==> src/rtl/pix_lut_pkg.sv <==
package pix_lut_pkg;
  typedef enum logic [2:0] {
    BPP1  = 3'd0,
    BPP2  = 3'd1,
    BPP4  = 3'd2,
    BPP8  = 3'd3,
    BPP16 = 3'd4
  } bpp_e;

  localparam int unsigned NUM_TBL  = 4;
  localparam int unsigned SEL_W    = 2;
  localparam int unsigned TBL_RED  = 0;
  localparam int unsigned TBL_GRN  = 1;
  localparam int unsigned TBL_BLU  = 2;
  localparam int unsigned TBL_GRAY = 3;
endpackage

==> src/rtl/pix_unpack.sv <==
module pix_unpack
  import pix_lut_pkg::*;
#(
  parameter int unsigned WORD_W = 16,
  parameter int unsigned COMP_W = 4
) (
  input  logic                clk_i,
  input  logic                rst_ni,
  input  logic                word_valid_i,
  input  logic [WORD_W-1:0]   word_data_i,
  input  logic [2:0]          bpp_i,
  input  logic                mono_i,
  output logic                word_ready_o,
  input  logic                adv_i,
  output logic                pix_valid_o,
  output logic [7:0]          pix_idx_o,
  output logic [3*COMP_W-1:0] pix_direct_o,
  output bpp_e                pix_bpp_o,
  output logic                pix_mono_o
);
  localparam int unsigned CNT_W = $clog2(WORD_W);

  logic              have_q;
  logic [WORD_W-1:0] sh_q;
  logic [CNT_W-1:0]  cnt_q;
  bpp_e              bpp_q;
  logic              mono_q;

  bpp_e             bpp_c;
  logic [CNT_W-1:0] npix_m1;
  logic [4:0]       shamt;
  logic             last, take, accept;

  assign bpp_c  = (bpp_i > 3'd4) ? BPP16 : bpp_e'(bpp_i);
  assign last   = (cnt_q == '0);
  assign take   = adv_i & have_q;
  assign word_ready_o = ~have_q | (take & last);
  assign accept = word_valid_i & word_ready_o;

  always_comb begin
    unique case (bpp_c)
      BPP1:    npix_m1 = CNT_W'(WORD_W - 1);
      BPP2:    npix_m1 = CNT_W'(WORD_W / 2 - 1);
      BPP4:    npix_m1 = CNT_W'(WORD_W / 4 - 1);
      BPP8:    npix_m1 = CNT_W'(WORD_W / 8 - 1);
      default: npix_m1 = '0;
    endcase
  end

  always_comb begin
    unique case (bpp_q)
      BPP1:    shamt = 5'd1;
      BPP2:    shamt = 5'd2;
      BPP4:    shamt = 5'd4;
      BPP8:    shamt = 5'd8;
      default: shamt = 5'd16;
    endcase
  end

  always_ff @(posedge clk_i or negedge rst_ni) begin
    if (!rst_ni) begin
      have_q <= 1'b0;
      sh_q   <= '0;
      cnt_q  <= '0;
      bpp_q  <= BPP1;
      mono_q <= 1'b0;
    end else if (accept) begin
      have_q <= 1'b1;
      sh_q   <= word_data_i;
      cnt_q  <= npix_m1;
      bpp_q  <= bpp_c;
      mono_q <= mono_i;
    end else if (take) begin
      sh_q  <= sh_q << shamt;
      cnt_q <= cnt_q - 1'b1;
      if (last) have_q <= 1'b0;
    end
  end

  // current pixel is always the top bits of the shift register
  always_comb begin
    unique case (bpp_q)
      BPP1:    pix_idx_o = {7'b0, sh_q[WORD_W-1]};
      BPP2:    pix_idx_o = {6'b0, sh_q[WORD_W-1 -: 2]};
      BPP4:    pix_idx_o = {4'b0, sh_q[WORD_W-1 -: 4]};
      default: pix_idx_o = sh_q[WORD_W-1 -: 8];
    endcase
  end

  // 5-6-5 fields, top COMP_W bits of each
  assign pix_direct_o = {sh_q[WORD_W-1 -: COMP_W],
                         sh_q[WORD_W-6 -: COMP_W],
                         sh_q[4 -: COMP_W]};
  assign pix_valid_o  = have_q;
  assign pix_bpp_o    = bpp_q;
  assign pix_mono_o   = mono_q;

  p_hold_word_r11: assert property (@(posedge clk_i) disable iff (!rst_ni)
    (have_q && !(adv_i && last)) |=> have_q && $stable(bpp_q) && $stable(mono_q));
  p_drop_at_last_r2: assert property (@(posedge clk_i) disable iff (!rst_ni)
    $fell(have_q) |-> $past(take && last));
  p_single_16_r2: assert property (@(posedge clk_i) disable iff (!rst_ni)
    (have_q && bpp_q == BPP16) |-> cnt_q == '0);
endmodule

==> src/rtl/pix_palette.sv <==
module pix_palette
  import pix_lut_pkg::*;
#(
  parameter int unsigned IDX_W  = 4,
  parameter int unsigned COMP_W = 4
) (
  input  logic                clk_i,
  input  logic                rst_ni,
  input  logic                we_i,
  input  logic [SEL_W-1:0]    sel_i,
  input  logic [IDX_W-1:0]    addr_i,
  input  logic [COMP_W-1:0]   data_i,
  input  logic [7:0]          pix_idx_i,
  input  logic [3*COMP_W-1:0] pix_direct_i,
  input  bpp_e                bpp_i,
  input  logic                mono_i,
  output logic [3*COMP_W-1:0] color_o
);
  localparam int unsigned ENTRIES = 1 << IDX_W;

  logic [IDX_W-1:0]  idx [NUM_TBL];
  logic [COMP_W-1:0] rd  [NUM_TBL];

  always_comb begin
    for (int t = 0; t < NUM_TBL; t++) idx[t] = pix_idx_i[IDX_W-1:0];
    if (bpp_i == BPP8) begin
      idx[TBL_RED] = IDX_W'(pix_idx_i[7:5]);
      idx[TBL_GRN] = IDX_W'(pix_idx_i[4:2]);
      idx[TBL_BLU] = IDX_W'(pix_idx_i[1:0]);
    end
  end

  for (genvar t = 0; t < NUM_TBL; t++) begin : g_tbl
    logic [COMP_W-1:0] ent_q [ENTRIES];

    always_ff @(posedge clk_i or negedge rst_ni) begin
      if (!rst_ni) begin
        for (int e = 0; e < ENTRIES; e++) ent_q[e] <= '0;
      end else if (we_i && sel_i == SEL_W'(t)) begin
        ent_q[addr_i] <= data_i;
      end
    end

    assign rd[t] = ent_q[idx[t]];

    p_write_lands_r7: assert property (@(posedge clk_i) disable iff (!rst_ni)
      (we_i && sel_i == SEL_W'(t)) |=> ent_q[$past(addr_i)] == $past(data_i));
  end

  always_comb begin
    if (bpp_i == BPP16)
      color_o = pix_direct_i;
    else if (mono_i && bpp_i != BPP8)
      color_o = {3{rd[TBL_GRAY]}};
    else
      color_o = {rd[TBL_RED], rd[TBL_GRN], rd[TBL_BLU]};
  end
endmodule

==> src/rtl/pix_lut_top.sv <==
module pix_lut_top
  import pix_lut_pkg::*;
#(
  parameter int unsigned WORD_W = 16,
  parameter int unsigned IDX_W  = 4,
  parameter int unsigned COMP_W = 4,
  localparam int unsigned COL_W = 3 * COMP_W
) (
  input  logic              clk_i,
  input  logic              rst_ni,
  input  logic [2:0]        bpp_sel_i,
  input  logic              mono_i,
  input  logic              word_valid_i,
  input  logic [WORD_W-1:0] word_data_i,
  output logic              word_ready_o,
  output logic              pix_valid_o,
  input  logic              pix_ready_i,
  output logic [COL_W-1:0]  pix_color_o,
  input  logic              tbl_we_i,
  input  logic [SEL_W-1:0]  tbl_sel_i,
  input  logic [IDX_W-1:0]  tbl_addr_i,
  input  logic [COMP_W-1:0] tbl_data_i
);
  logic             adv;
  logic             up_valid;
  logic [7:0]       up_idx;
  logic [COL_W-1:0] up_direct;
  bpp_e             up_bpp;
  logic             up_mono;
  logic [COL_W-1:0] color;
  logic             out_valid_q;
  logic [COL_W-1:0] out_color_q;

  assign adv = ~out_valid_q | pix_ready_i;

  pix_unpack #(.WORD_W(WORD_W), .COMP_W(COMP_W)) u_unpack (
    .clk_i        (clk_i),
    .rst_ni       (rst_ni),
    .word_valid_i (word_valid_i),
    .word_data_i  (word_data_i),
    .bpp_i        (bpp_sel_i),
    .mono_i       (mono_i),
    .word_ready_o (word_ready_o),
    .adv_i        (adv),
    .pix_valid_o  (up_valid),
    .pix_idx_o    (up_idx),
    .pix_direct_o (up_direct),
    .pix_bpp_o    (up_bpp),
    .pix_mono_o   (up_mono)
  );

  pix_palette #(.IDX_W(IDX_W), .COMP_W(COMP_W)) u_palette (
    .clk_i        (clk_i),
    .rst_ni       (rst_ni),
    .we_i         (tbl_we_i),
    .sel_i        (tbl_sel_i),
    .addr_i       (tbl_addr_i),
    .data_i       (tbl_data_i),
    .pix_idx_i    (up_idx),
    .pix_direct_i (up_direct),
    .bpp_i        (up_bpp),
    .mono_i       (up_mono),
    .color_o      (color)
  );

  always_ff @(posedge clk_i or negedge rst_ni) begin
    if (!rst_ni) begin
      out_valid_q <= 1'b0;
      out_color_q <= '0;
    end else if (adv) begin
      out_valid_q <= up_valid;
      if (up_valid) out_color_q <= color;
    end
  end

  assign pix_valid_o = out_valid_q;
  assign pix_color_o = out_color_q;

  p_hold_r9: assert property (@(posedge clk_i) disable iff (!rst_ni)
    (pix_valid_o && !pix_ready_i) |=> pix_valid_o && $stable(pix_color_o));
  p_bypass_r6: assert property (@(posedge clk_i) disable iff (!rst_ni)
    (adv && up_valid && up_bpp == BPP16) |=> pix_color_o == $past(up_direct));
  p_no_take_busy_r11: assert property (@(posedge clk_i) disable iff (!rst_ni)
    (up_valid && !adv) |-> !word_ready_o);
endmodule

==> config.mk <==
export PLATFORM = sky130hd
export DESIGN_NAME = pix_lut_top
export DESIGN_NICKNAME = d
export VERILOG_FILES = /design/src/rtl/pix_lut_pkg.sv /design/src/rtl/pix_unpack.sv /design/src/rtl/pix_palette.sv /design/src/rtl/pix_lut_top.sv
export SDC_FILE = /design/constraint.sdc
export NUM_CORES = 1
export LEC_CHECK = 0
export BUFFER_PORTS_ARGS = -buffer_cell sky130_fd_sc_hd__buf_2
export CORE_MARGIN = 1
export CORE_UTILIZATION = 40
export CTS_BUF_LIST = sky130_fd_sc_hd__clkbuf_4 sky130_fd_sc_hd__clkbuf_8 sky130_fd_sc_hd__clkbuf_16
export DETAILED_ROUTE_END_ITERATION = 8
export PLACE_DENSITY_LB_ADDON = 0.1
export SLEW_MARGIN = 30
export SYNTH_ARGS = -nofsm -noshare
export SYNTH_HDL_FRONTEND = slang
export SYNTH_HIERARCHICAL = 1
export SYNTH_SLANG_ARGS = --single-unit
==> constraint.sdc <==
create_clock -name clk_i -period 3.9 [get_ports clk_i]
set_clock_uncertainty 0.1 [all_clocks]
set_input_delay 0.585 -clock clk_i [delete_from_list [all_inputs] [get_ports clk_i]]
set_output_delay 0.585 -clock clk_i [all_outputs]
set_load 0.02 [all_outputs]
======== After elaboration in Yosys (flattened, before gate mapping) ========
Cells that the tools add are included.
word-level totals
  ROM bits ................................ 0
  output and inout port bits .............. 14
  memories kept ........................... 0
  logic and storage cells ................. 149
  memory bits (writable) .................. 0
  bits in registers ....................... 294
  bits in latches ......................... 0
operators by class
  reduce and logical (&&, ||, !) cells .... 14
  bitwise logic cells ..................... 12
  shifts and indexed selects .............. 1
  divide/modulo/power cells ............... 0
  add/subtract/negate cells ............... 1
  multiply operators ...................... 0
  mux-type cells .......................... 32
  eq/ne operators ......................... 11
  order comparisons ....................... 7
operators by type and width
  kind                                                                   number
  64-bit bitwise mux                                                     4
  4-bit binary-select mux with 4-bit select                              4
  4-bit two-way mux                                                      11
  12-bit two-way mux                                                     3
  16-bit two-way mux                                                     2
  5-bit >= comparator, second input constant                             5
  4-bit inverter with 5-bit output                                       5
  8-bit one-hot mux with 3 select lines                                  1
  5-bit one-hot mux with 4 select lines                                  1
  4-bit demux with 4-bit select                                          1
  4-bit one-hot mux with 4 select lines                                  1
  16-bit by 5-bit left shift with 16-bit output                          1
  3-bit by 2-bit equality test with 1-bit output, second input constant  4
  3-bit by 1-bit equality test with 1-bit output, second input constant  2
  1-bit logical AND                                                      6
  3-bit logical NOT                                                      2
  5-bit by 1-bit < comparator with 1-bit output, second input constant   1
  2-bit equality test, second input constant                             2
  4-bit logical NOT                                                      1
  2-bit AND reduction                                                    2
  2-bit nonzero test                                                     2
  4-bit by 1-bit subtractor with 4-bit output, second input constant     1
  1-bit bitwise AND                                                      3
  3-bit equality test, second input constant                             1
  8 further kinds                                                        12

======== Logic depth before layout (Yosys ltp) ========
Gate-level depths: netlist (run 1).
  depth in word-level cells ............... 9
  depth in mapped cells ................... 16
  depth with buffers taken out ............ 11

======== Cells and area by module ========
The synthesis (run 1) kept the hierarchy.
modules (own cells, without submodules)
  module       times used  sequential area each (µm²)  area an instance (µm²)  cells each
  pix_palette  1           6406.1                      12816.0                 1008
  pix_unpack   1           625.6                       1770.4                  180
  pix_lut_top  1           325.3                       550.5                   29

======== Worst setup path before layout (run 1) ========
OpenSTA, ideal clock, no wires.
  kind .................................... register to register
  start ................................... register u_unpack.bpp_q[0] (netlist: u_unpack/pix_bpp_o[0])
  end ..................................... register out_color_q[3] (netlist: pix_color_o[3])
  stages on the path, launching flop included .. 14
  path buffers ............................ 5
  slack ................................... 591 ps
  arrival time ............................ 3083 ps
  period minus slack after synthesis ...... 3309 ps
  cell sequence ........................... dfrtp_1 buf_6 buf_6 and2_0 buf_2 nor2_2 o22a_1 buf_2 buf_2 mux4_2 mux2_2 o211ai_1 a21oi_1 mux2_4
on the way
  word-level cells in the longest chain between the ends .. 9
  elaborated cells on any way between the ends .. 19
  those cells by class .................... 5 x eq/ne; 10 x mux; 2 x bitwise; 2 x reduce/logical
ends and longest elaborated chain
  item                                                                          RTL line           text
  start, declared                                                               pix_unpack.sv:26   bpp_e bpp_q;
  start signal, assigned                                                        pix_unpack.sv:71   bpp_q <= bpp_c;
  3-bit by 2-bit equality test with 1-bit output, or another cell as far along  pix_unpack.sv:82   unique case (bpp_q)
  8-bit one-hot mux with 3 select lines (*)                                     pix_unpack.sv:82
  via up_idx[0]                                                                 pix_lut_top.sv:26  logic [7:0] up_idx;
  12-bit two-way mux                                                            pix_palette.sv:26  if (bpp_i == BPP8) begin
  4-bit inverter with 5-bit output (not written as such)                        pix_palette.sv:44  assign rd[t] = ent_q[idx[t]];
  4-bit binary-select mux with 4-bit select                                     pix_palette.sv:44
  4-bit two-way mux (not written as such) (2 in a row)                          pix_palette.sv:44
  12-bit two-way mux (*)                                                        pix_palette.sv:53  else if (mono_i && bpp_i != BPP8)
  12-bit two-way mux (*)                                                        pix_palette.sv:51  if (bpp_i == BPP16)
  via color[3]                                                                  pix_lut_top.sv:30  logic [COL_W-1:0] color;
  end signal, assigned                                                          pix_lut_top.sv:72  if (up_valid) out_color_q <= color;
  end, declared                                                                 pix_lut_top.sv:32  logic [COL_W-1:0] out_color_q;
Mark *: on every way through the listed nets, which the timed path passes. The rest lies on a longest branch. The select of a mux whose other input is x is not followed.
A chain may end at the register's enable or synchronous reset.

======== Worst setup path after layout (run 1) ========
Same ends and word-level chain as after synthesis.

==> metrics.csv, run 1 <==
stage,metric,value,unit
floorplan,die_area,38620,sq um
critical_path,crit_chain,"and2_0, nor2_2, o22a_2, buf_4, mux4_2, mux2_2, o211ai_1, a21oi_1, mux2_4",
yosys,synth-main-ff-cell,dfrtp_1,
clock_network,cts_tree,done,
placed_design,gp_congestion,0.9011,
route,initialDrtViolationCount,731,
timing,finalCritPeriodShare,0.9120,
floorplan,rows,70,
critical_path,crit_path_max_incr_delay,0.60,ns
yosys,synthSimpleGateAreaFrac,0.08547,
timing,final_hold_viol_count,0,
placed_design,pre_cts_ws,0.3854,ns
clock_network,path_clk_slew,0.06,ns
critical_path,crit_path_end_kind,register,
clock_network,worstSkewPairLatency,0.54,ns
grt,antenna_found_initial,0,
floorplan,io_pins,49,
job,cap_violations,0,
yosys,synth_top_family_by_area,multiplexers,
yosys,synth_xor_area_frac,0.0005786,
yosys,synth_cell_types,73,
route,via_per_inst,5.700,
clock_network,cts_buffer_depth,3,
route,antenna_left,0,
critical_path,crit_family,multiplexers,
critical_path,required,4.22,ns
grt,grt_use_total,0.2375,
pwr,p_per_area,713.5,nW/um^2
timing,fmax,0.2812,GHz
timing,worst_pin_slew,0.9506,ns
floorplan,initial_core_util,0.4095,
grt,grt_pass1_vias,10490,
timing,period_needed,3.557,ns
layout,areaGrowthSynthToFinish,13.66,%
yosys,synthMuxAreaShare,0.3067,
grt,grt_pass1_wl,68680,microns
floorplan,fp.dieW,196.5,microns
yosys,synth_area,15140,sq um
critical_path,critPathKind,register to register,
critical_path,crit_arrival,3.88,ns
layout,final_common_cell,dfrtp_1,
yosys,async_flop_share,1.000,
timing,slew_viol_final,0,
floorplan,die_y,196.5,microns
timing,setup_ws,0.3433,ns
yosys,synth-compound-area-share,0.08398,
critical_path,crit_slowest_cell,mux4_2,
route,drt-total-wl,44290,microns
yosys,ys_seq_elements,294,
placed_design,dp.cells,1736,
placed_design,io_buffers,48,
layout,final_nets,1308,
floorplan,core,36960,sq um
layout,final_cell_mix,"dfrtp_1 (294), mux2_2 (279), nand2_1 (104), nor2_1 (55), buf_4 (54)",
clock_network,cts_resized,0,
critical_path,startpoint_type,register,
clock_network,htree_num_levels,2,
grt,grt_max_degree,85,
clock_network,cts_root_buffer,clkbuf_16,
status,status,finished clean,
yosys,synthAdderAreaFrac,0.001653,
route,vias,10240,
route,drc,0,
yosys,yosys_warnings,6,
route,avgRoutedWirePerCell,24.65,microns
layout,drive_gt1_frac,0.3998,
yosys,syn-num-nets,1254,
yosys,netlist_instances,1217,
critical_path,worstPathMaxFanout,19,
clock_network,numCtsBuffers,36,
layout,n_antenna_cell,0,
critical_path,critPathBufInv,1,
grt,grt-ovfl-total,0,
timing,slew-limit-headroom,0.3628,
clock_network,cts_sinks,294,
min_path,hold_path_class,input pin to register,
layout,nFillCells,3487,
pwr,peakVddDrop,0.3062,mV
timing,rsz0062_at_grt,no,
pwr,p_leak,7.756,nW
yosys,synth-seq-area-share,0.4860,
timing,fin_tns_setup,0,ns
layout,final_cell_count_no_fill,1797,
yosys,syn_avg_cell_area,12.44,sq um
yosys,synth_edf_count,0,
timing,finalSetupViolations,0,
placed_design,hpwl,30860,microns
route,first_pass_iters,5,
==> sequential cells by signal (all words and copies together) (netlist names) <==
signal and flops:
u_palette/g_tbl.ent_q 256, u_unpack/sh_q 16, pix_color_o 12, u_unpack/cnt_q 4
u_unpack/pix_bpp_o 3, pix_valid_o 1, u_unpack/pix_mono_o 1, u_unpack/pix_valid_o 1
==> metal layers <==
metal | routed length (microns) | up-vias | global-route usage
li1 | - | 4629 | -
met1 | 21420 | 5319 | 0.3486
met2 | 20040 | 234 | 0.3666
met3 | 1764 | 61 | 0.03029
met4 | 1065 | 0 | 0.06944
met5 | 0 | - | 0
==> cell families (layout without fill, tap and decap cells) <==
| group | Yosys count | after routing |
|---|---|---|
| flip-flops | 294 | 294 |
| AND/OR/NAND/NOR | 265 | 265 |
| multiplexers | 376 | 376 |
| XOR/XNOR | 1 | 1 |
| buffers and inverters | 102 | 178 |
| AO/OA/AOI/OAI | 177 | 177 |
| adder cells (fa/ha/maj) | 2 | 2 |
==> cell usage after synthesis, types with 10 or more instances <==
master    number  share of area
a21oi_1       19         0.0063
a221o_1       10         0.0066
a31oi_1       14         0.0058
buf_2         25         0.0083
buf_4         14         0.0069
clkbuf_1      37         0.0092
dfrtp_1      294           0.49
inv_1         11         0.0027
mux2_2       279           0.21
mux2_4        13          0.013
mux2i_1       48          0.032
mux4_2        27          0.040
nand2_1      104          0.026
nand3_1       21         0.0069
nor2_1        55          0.014
nor2b_1       16         0.0066
nor3_1        14         0.0046
o211ai_1      12         0.0060
o21ai_0       30         0.0099
o22ai_1       21         0.0087
==> repair_timing <==
action / CTS / global route
setup buffers: 0 / 0
hold endpoints to repair: 18 / 0
hold buffers: 1 / 0
==> through the flow <==
step,power [mW],area (sq um),utilization,hold WS [ns]
2_1_floorplan,7.497,15140,-,0.1894
3_3_place_gp,9.011,16060,0.4344,0.3831
3_5_place_dp,9.030,16060,0.4346,0.3880
4_1_cts,12.34,17200,0.4655,0.1476
5_1_grt,12.94,17200,0.4655,0.1749
6_report,12.27,17200,0.4655,0.1665
==> where the power goes <==
part,switching (mW),internal (mW)
Clock,1.29,1.95
Sequential,0.483,3.57
Combinational,2.73,2.25
==> worst paths after layout <==
kind / cells past startpoint / from / to / slack (ns)
max reg2reg: 9 / u_unpack/pix_bpp_o[0] / pix_color_o[3] / 0.34
min in group asynchronous: 2 / rst_ni / u_palette/g_tbl[0].ent_q[6] / 0.57
max: 9 / u_unpack/pix_bpp_o[0] / pix_color_o[3] / 0.34
max in group asynchronous: 3 / rst_ni / u_palette/g_tbl[1].ent_q[18] / 2.27
min: 2 / word_data_i[0] / u_unpack/sh_q[0] / 0.17
min reg2reg: 1 / u_palette/g_tbl[2].ent_q[50] / u_palette/g_tbl[2].ent_q[50] / 0.40
==> final cells by class <==
cell class	count	area, sq um	share of cell area
sequential	294	7357	0.4276
multi-input combinational	821	7297	0.4241
clock buffer	52	1064	0.06182
timing repair buffer	107	745.7	0.04335
tap	504	630.6	0.03665
clock inverter	8	68.82	0.004000
inverter	11	41.29	0.002400
No activity file was read; power rests on OpenSTA's default activity.
==> inputs of run 2 (changes only) <==
--- a/config.mk
+++ b/config.mk
@@ -14,5 +14,4 @@
 export SLEW_MARGIN = 30
 export SYNTH_ARGS = -nofsm -noshare
 export SYNTH_HDL_FRONTEND = slang
-export SYNTH_HIERARCHICAL = 1
 export SYNTH_SLANG_ARGS = --single-unit
==> metrics.csv, run 2 <==
stage,metric,value,unit
yosys,synth-seq-area-share,0.5040,
yosys,synth_largest_area_cell,dfrtp_1,
pwr,combPwrFrac,0.364,
placed_design,io_buffers,48,
yosys,yosys_warnings,0,
layout,post-route-util,0.4646,
route,drt-total-wl,42640,microns
layout,final_nets,1431,
timing,period_needed,3.231,ns
layout,nFillCells,3418,
min_path,hold_path_class,input pin to async pin,
grt,grt_max_degree,98,
clock_network,path_clk_slew,0.06,ns
timing,fmax,0.3095,GHz
grt,grt_pass1_vias,10960,
critical_path,critPathKind,register to register,
yosys,syn_avg_cell_area,10.70,sq um
yosys,syn-num-nets,1401,
floorplan,fp.dieW,193.0,microns
layout,multi_input_area,6843,sq um
clock_network,cts_sinks,294,
timing,final_hold_viol_count,0,
yosys,ys_seq_elements,294,
pwr,peakVddDrop,0.3851,mV
layout,n_antenna_cell,0,
yosys,synth_edf_count,0,
placed_design,gp_congestion,0.8373,
route,first_pass_iters,5,
timing,slew-limit-headroom,0.3258,
yosys,synth_top_area_frac,0.5040,
critical_path,crit_arrival,3.52,ns
job,cap_violations,0,
floorplan,core,35740,sq um
pwr,p_per_area,719.3,nW/um^2
route,via_per_inst,5.719,
timing,setup_ws,0.6688,ns
status,status,finished clean,
timing,worst_pin_slew,1.004,ns
timing,rsz0062_at_grt,no,
layout,top_register,u_palette.g_tbl.ent_q,
critical_path,startpoint_type,register,
clock_network,numCtsBuffers,35,
floorplan,die_area,37260,sq um
yosys,synth.most_common_cell,dfrtp_1,
pwr,p_leak,7.577,nW
yosys,synthTopCellsByCount,"dfrtp_1 (294), mux2_2 (262), nand2_1 (175)",
layout,drive_gt1_frac,0.3117,
layout,final_cell_mix,"dfrtp_1 (294), mux2_2 (262), nand2_1 (174), nor2_1 (149), nand3_1 (48)",
layout,final_common_cell,dfrtp_1,
critical_path,reg2reg_depth,10,
yosys,synth_cell_types,60,
route,vias,10750,
layout,largest_register_ffs,256,
pwr,p_int,7.360,mW
yosys,netlist_instances,1364,
yosys,synth-main-ff-cell,dfrtp_1,
timing,finalSetupViolations,0,
layout,final_cell_count_no_fill,1879,
clock_network,cts_resized,0,
clock_network,hold_buffers,0,
route,drc,0,
layout,final-seq-area,7357,sq um
placed_design,pre_cts_ws,0.6902,ns
clock_network,cts_buffer_depth,3,
placed_design,hpwl,28070,microns
pwr,pwr-share-seq,0.343,
critical_path,worstPathMaxFanout,23,
critical_path,crit_path_end_kind,register,
yosys,synth_area,14600,sq um
clock_network,cts_root_buffer,clkbuf_16,
clock_network,worstSkewPairLatency,0.54,ns
floorplan,initial_core_util,0.4084,
pwr,switchingPower,4.584,mW
route,antenna_left,0,
clock_network,cts_tree,done,
floorplan,rows,69,
grt,grt_use_total,0.2381,
floorplan,die_y,193.0,microns
grt,grt-ovfl-total,0,
floorplan,io_pins,49,
pwr,swShare,0.3838,
route,avgRoutedWirePerCell,22.69,microns
grt,grt_pass1_wl,66940,microns
critical_path,required,4.19,ns
placed_design,dp.cells,1818,
timing,fin_tns_setup,0,ns
timing,finalCritPeriodShare,0.8285,
pwr,total_power,11.94,mW
route,initialDrtViolationCount,718,
pwr,clkPwrFrac,0.293,
clock_network,htree_num_levels,2,
layout,areaGrowthSynthToFinish,13.76,%
clock_network,postCtsSetupBuffers,0,
yosys,async_flop_share,1.000,
grt,antenna_found_initial,0,
timing,slew_viol_final,0,
yosys,synth.top_cells.by_area,"dfrtp_1 (50%), mux2_2 (20%), nand2_1 (4.5%)",
==> run 2: cell types whose count changed in the layout (fill, tap and decap cells not counted), moves of 20 or more <==
cell,before,now
nor2_1,55,149
mux4_2,27,7
nand2_1,104,174
mux2i_1,48,19
nand3_1,21,48
a21oi_1,19,41
==> run 2: cells by family after synthesis <==
logic type | after synthesis | share of synthesized area
AO/OA/AOI/OAI | 216 | 0.09884
buffers and inverters | 97 | 0.02829
adder cells (fa/ha/maj) | 2 | 0.001714
AND/OR/NAND/NOR | 463 | 0.1384
flip-flops | 294 | 0.5040
XOR/XNOR | 3 | 0.001800
multiplexers | 289 | 0.2269
==> run 2: area by class of cell <==
class / instances / share of cell area
Tap cell: 461 / 0.03474
Multi-Input combinational cell: 973 / 0.4121
Timing Repair Buffer: 86 / 0.03481
Clock inverter: 9 / 0.009871
Inverter: 4 / 0.0009042
Sequential cell: 294 / 0.4431
Clock buffer: 52 / 0.06450
==> run 2: per-stage QoR <==
| stage | hold slack, ns | area (sq um) |
|---|---|---|
| 6_report | 0.02235 | 16600 |
| 3_5_place_dp | 0.3844 | 15370 |
| 2_1_floorplan | 0.1894 | 14600 |
| 4_1_cts | 0.04247 | 16600 |
| 5_1_grt | 0.03778 | 16600 |
| 3_3_place_gp | 0.3818 | 15370 |
==> run 2: power groups by stage <==
stage	logic, mW	registers [mW]	clock network (mW)
after detailed placement	4.34	4.14	0
final	4.35	4.09	3.50
after floorplan	3.05	3.94	0
after global placement	4.33	4.13	0
after CTS	4.36	4.09	3.57
after global routing	4.77	4.16	3.69
==> run 2: critical path, cell delays in order (launching register included) <==
cell,delay (ns)
dfrtp_1,0.60
mux2i_2,0.25
buf_4,0.17
a21boi_1,0.09
nand2_2,0.47
buf_4,0.25
mux2_2,0.34
o31ai_1,0.31
a21oi_1,0.11
a311oi_1,0.28
o22ai_1,0.13
==> run 2: final timing paths <==
path	start	endpoint	slack, ns
min reg2reg	u_palette.g_tbl[1].ent_q[51]	u_palette.g_tbl[1].ent_q[51]	0.40
max in group asynchronous	rst_ni	u_palette.g_tbl[0].ent_q[44]	2.70
min	rst_ni	u_unpack.cnt_q[3]	0.02
max reg2reg	u_unpack.pix_bpp_o[0]	pix_color_o[3]	0.67
max	u_unpack.pix_bpp_o[0]	pix_color_o[3]	0.67
min in group clk_i	word_valid_i	u_unpack.pix_valid_o	0.17
==> run 2: layer usage <==
metal | routed length [microns] | share of wire | vias up | track usage
met1 | 19760 | 0.46 | 5468 | 0.3325
met4 | 1386 | 0.033 | 0 | 0.08293
met2 | 19720 | 0.46 | 254 | 0.3761
met3 | 1776 | 0.042 | 79 | 0.03674
met5 | 0 | 0 | - | 0
li1 | - | - | 4945 | -
